File: src/rtl/cexg_pkg.sv
`timescale 1ns/1ps
package cexg_pkg;
   localparam int COND_W  = 4;
   localparam int N_BASE  = 1 << (COND_W - 1);

   typedef struct packed {
      logic n;
      logic z;
      logic c;
      logic v;
   } flags_t;

   typedef enum logic [COND_W-1:0] {
      PR_ZS  = 4'b0000,
      PR_ZC  = 4'b0001,
      PR_CS  = 4'b0010,
      PR_CC  = 4'b0011,
      PR_NS  = 4'b0100,
      PR_NC  = 4'b0101,
      PR_VS  = 4'b0110,
      PR_VC  = 4'b0111,
      PR_UGT = 4'b1000,
      PR_ULE = 4'b1001,
      PR_SGE = 4'b1010,
      PR_SLT = 4'b1011,
      PR_SGT = 4'b1100,
      PR_SLE = 4'b1101,
      PR_ANY = 4'b1110,
      PR_NON = 4'b1111
   } pred_e;
endpackage

File: src/rtl/cexg_pred_bank.sv
`timescale 1ns/1ps
// Computes the eight base predicates; odd codes are their complements.
module cexg_pred_bank
   import cexg_pkg::*;
(
   input  flags_t              flg,
   output logic [N_BASE-1:0]   base
);
   logic sign_ok;
   always_comb begin
      sign_ok = (flg.n == flg.v);
      base    = '0;
      base[0] = flg.z;
      base[1] = flg.c;
      base[2] = flg.n;
      base[3] = flg.v;
      base[4] = flg.c & ~flg.z;
      base[5] = sign_ok;
      base[6] = ~flg.z & sign_ok;
      base[7] = 1'b1;
   end
endmodule

File: src/rtl/cexg_cond_sel.sv
`timescale 1ns/1ps
// Picks one base predicate by the upper code bits, inverts by the low bit.
module cexg_cond_sel
   import cexg_pkg::*;
(
   input  logic [COND_W-1:0]   code,
   input  logic [N_BASE-1:0]   base,
   output logic                hit
);
   localparam int IDX_W = COND_W - 1;
   logic [IDX_W-1:0] idx;
   logic             raw;
   always_comb begin
      idx = code[COND_W-1:1];
      raw = base[idx];
      hit = raw ^ code[0];
   end
endmodule

File: src/rtl/cexg_effect_gate.sv
`timescale 1ns/1ps
// Masks every side effect of the instruction with the predicate result.
module cexg_effect_gate #(
   parameter int NUM_WR = 2
) (
   input  logic              hit,
   input  logic              set_flags,
   input  logic [NUM_WR-1:0] wr_req,
   input  logic              br_req,
   output logic              flg_en,
   output logic [NUM_WR-1:0] wr_en,
   output logic              br_en
);
   for (genvar i = 0; i < NUM_WR; i++) begin : g_lane
      assign wr_en[i] = wr_req[i] & hit;
   end
   assign flg_en = set_flags & hit;
   assign br_en  = br_req & hit;
endmodule

File: src/rtl/cond_exec_gate.sv
`timescale 1ns/1ps
module cond_exec_gate
   import cexg_pkg::*;
#(
   parameter int NUM_WR = 2
) (
   input  logic [3:0]        cond_code,
   input  logic              flag_n,
   input  logic              flag_z,
   input  logic              flag_c,
   input  logic              flag_v,
   input  logic              set_flags,
   input  logic [NUM_WR-1:0] reg_wr_req,
   input  logic              branch_req,
   output logic              pass,
   output logic              flag_wr_en,
   output logic [NUM_WR-1:0] reg_wr_en,
   output logic              branch_en
);
   if (NUM_WR < 1 || NUM_WR > 16) begin : g_bad_lanes
      $error("cond_exec_gate: NUM_WR must lie in 1..16");
   end

   flags_t              flg;
   logic [N_BASE-1:0]   base;

   assign flg = '{n: flag_n, z: flag_z, c: flag_c, v: flag_v};

   cexg_pred_bank u_bank (
      .flg  (flg),
      .base (base)
   );

   cexg_cond_sel u_sel (
      .code (cond_code),
      .base (base),
      .hit  (pass)
   );

   cexg_effect_gate #(.NUM_WR(NUM_WR)) u_gate (
      .hit       (pass),
      .set_flags (set_flags),
      .wr_req    (reg_wr_req),
      .br_req    (branch_req),
      .flg_en    (flag_wr_en),
      .wr_en     (reg_wr_en),
      .br_en     (branch_en)
   );
endmodule

File: config.mk
export PLATFORM = sky130hd
export DESIGN_NAME = cond_exec_gate
export DESIGN_NICKNAME = d
export VERILOG_FILES = /design/src/rtl/cexg_pkg.sv /design/src/rtl/cexg_pred_bank.sv /design/src/rtl/cexg_cond_sel.sv /design/src/rtl/cexg_effect_gate.sv /design/src/rtl/cond_exec_gate.sv
export SDC_FILE = /design/constraint.sdc
export NUM_CORES = 1
export LEC_CHECK = 0
export BUFFER_PORTS_ARGS = -buffer_cell sky130_fd_sc_hd__clkbuf_2
export CELL_PAD_IN_SITES_DETAIL_PLACEMENT = 0
export CELL_PAD_IN_SITES_GLOBAL_PLACEMENT = 2
export CORE_AREA = 5 5 42 44
export DETAILED_ROUTE_END_ITERATION = 7
export DIE_AREA = 0 0 47 49
export PLACE_DENSITY = 0.69
export SYNTH_ARGS = -nofsm -noshare
export SYNTH_HDL_FRONTEND = slang
export SYNTH_HIERARCHICAL = 1
export SYNTH_SLANG_ARGS = --single-unit
File: constraint.sdc
create_clock -name vclk -period 5.2
set_input_delay 1.04 -clock vclk [all_inputs]
set_output_delay 1.04 -clock vclk [all_outputs]
set_load 0.1 [all_outputs]
==> out/results.txt <==
The flow ran to the end, and the final reports show no timing, DRC or antenna violations. STA classifies the critical path endpoint as an output pin. The proportion of synthesized chip area in sequential cells was 0; the via count of the first global-routing pass was 145. The number of failing hold endpoints at the final stage was 0. The kind of path behind the tightest hold check was input port to output pin.

The number of vias per cell after detailed routing works out to 3.38. Once the clock tree was built, the setup fixing pass inserted 0 buffers. The post-route fraction of the period consumed by the critical path is 0.745, and the netlist area before placement is 174 um^2.

In the final layout, flip-flops and latches occupy 0 um^2. The total die area was 2300 um^2. For this design the top-level I/O count stands at 17. The dominant combinational cell family by area after synthesis was multiplexers. The arithmetic-cell share of the synthesized area counting full adders, half adders and majority gates is 0, and the final net count is 45.

The logs give 0.641 for the worst relative slew slack and 0.124 for the effective utilization at floorplan. After clock tree synthesis, the repair step resized 0 gates. Maximum fanout along the worst path: 5.

The run gives 5 as the DRC violation total after the first TritonRoute iteration. The routed layout has 159 vias. Dividing the detail-routed wire length by the instance count gives 7.83 um. Transition time of the tightest slew-check pin: 0.541 ns.

The final layout contains routed wiring with a total length of 368 um. Including well taps, the total number of placed cells is 47. The count of nets left with antenna violations once routing finished came out at 0. Measured along the y axis, the die boundary spans 49 um. The analysis attributes to cell leakage a power of 0.000132 uW. The run gives 2.83 ns as the endpoint arrival time on the critical path.

Routability-driven placement finished with a final weighted congestion of 0.577. The core region area came out at 1400 um^2. The simple logic cell fraction of the synthesized area is 0.230, and the final standard cell area without fillers is 236 um^2. From synthesis to final layout, the design area changed by 36.0%. The leading cell type by number of instances after synthesis is buf_4. The layout cell share with drive strength beyond 1 came out at 0.645. The logs give 0 for the number of inserted diodes and 0 for the count of sequential standard cells.

The Yosys step of the flow raised 6 warnings. Summing all placed instances gives a cell area of 236 um^2. For the final routed database, the setup TNS stands at 0 ns.

At the placement stage, the worst setup path has a slack of 1.32 ns. The average instance in the mapped netlist occupies 8.28 um^2. The xor and xnor area share after synthesis is 0.101.

After synthesis, the cell types taking the most area are buf_4, mux2i_1, and2_1. Once routing completed, OpenROAD measured the worst setup slack at 1.33 ns. The share of cell area taken by muxes after synthesis is 0.360. The global routing usage summed across all routing layers was 0.0274; the hold buffer count at CTS was 0. For the finished layout, the period the worst path requires is 3.87 ns. Share of the synthesized area in the top cell type: 0.259.

Power per cell area: 262 nW/um^2. The tools report the startpoint type of the worst setup path as an input port. The filler cells instantiated in the layout total 164. For this run, design rule violations remaining after detail routing come to 0.

Setup violations remaining at the end of the flow were counted as 0. After floorplanning, the core was divided into 14 placement rows. In the synthesized netlist, the cells that appear most often are buf_4, and2_1, mux2i_1, xnor2_1. The worst setup path is of the input port to output pin kind.

The peak ir drop on the vdd network is 54.1 uV, and the number of buffer cells added on primary ports is 17. The required time at the endpoint of the critical path came out at 4.16 ns. The run gives 0 as the final global-route overflow total. Number of search-and-repair iterations in the first detailed-routing pass: 2. Excluding fillers, the count of instances in the completed layout stands at 47. Dominant cell type by area after synthesis: buf_4. In this run the horizontal extent of the chip is 47 um. The first global-routing pass estimated 517 um of wire.

The synthesized netlist contains 9 unique library cells. Number of instances in the synthesized netlist: 21. The compound-gate portion of the synthesized area works out to 0.

Entering global routing, the biggest net connects 6 pins. The tools report the net count of the mapped netlist as 33. The run gives 0 as the final max-slew violation count.

Setup repair after global routing left no endpoint under its margin. The total of clock buffers placed in the layout came out at 0. Max-cap violations in this run came to 0. The peak clock frequency supported by timing was 258 MHz; the total chip power was 61.9 uW. The initial antenna violation count is 0.
## through the flow
stage          hold slack [ns]  utilization
3_5_place_dp              2.65        0.169
6_report                  2.64        0.169
3_3_place_gp              2.65        0.169
2_1_floorplan             2.44            -
4_1_cts                   2.65        0.169
5_1_grt                   2.66        0.169
## area by class of cell
class | instances | area [um^2] | share of cell area
multi-input cells | 14 | 131 | 0.556
repair buffers | 17 | 85.1 | 0.360
well taps | 16 | 20.0 | 0.0847
## cell families after synthesis
family                    after synthesis
other                                   1
and+or+nand+nor                         6
xor gates and xnor gates                2
buffers and inverters                   7
muxes                                   5
## layer usage
layer | routed length, um | track usage | share of wire
met5 | 0 | 0 | 0
met4 | 0 | 0 | 0
met3 | 90 | 0.00369 | 0.24
met2 | 156 | 0.0543 | 0.42
met1 | 121 | 0.0306 | 0.33
## critical path, stage by stage
cell,delay (ns)
clkbuf_2,0.09
xnor2_1,0.19
and2b_2,0.16
mux2i_1,0.05
mux4_2,0.49
xnor2_2,0.20
and2_1,0.15
clkbuf_2,0.45
## layout by cell type, fill, tap and decap left out
cell / netlist / layout
and2_1: 4 / 4
clkbuf_2: 1 / 17
nor2b_1: 1 / 1
xnor2_2: 0 / 1
mux4_2: 1 / 1
and2b_2: 1 / 1
xnor2_1: 2 / 1
mux2i_1: 4 / 4
conb_1: 1 / 1
## path summary, 6_finish.rpt
| check | endpoint | cells past startpoint | slack [ns] | start |
|---|---|---|---|---|
| min | pass | 3 | 2.64 | cond_code[0] |
| max | reg_wr_en[1] | 8 | 1.33 | flag_v |
## where the power goes
part	internal [uW]	leakage [uW]	total, uW	switching (uW)
clock network	0	0	0	0
logic	14.2	0.000132	61.9	47.6
registers	0	0	0	0
No activity file was read; power rests on OpenSTA's default activity.
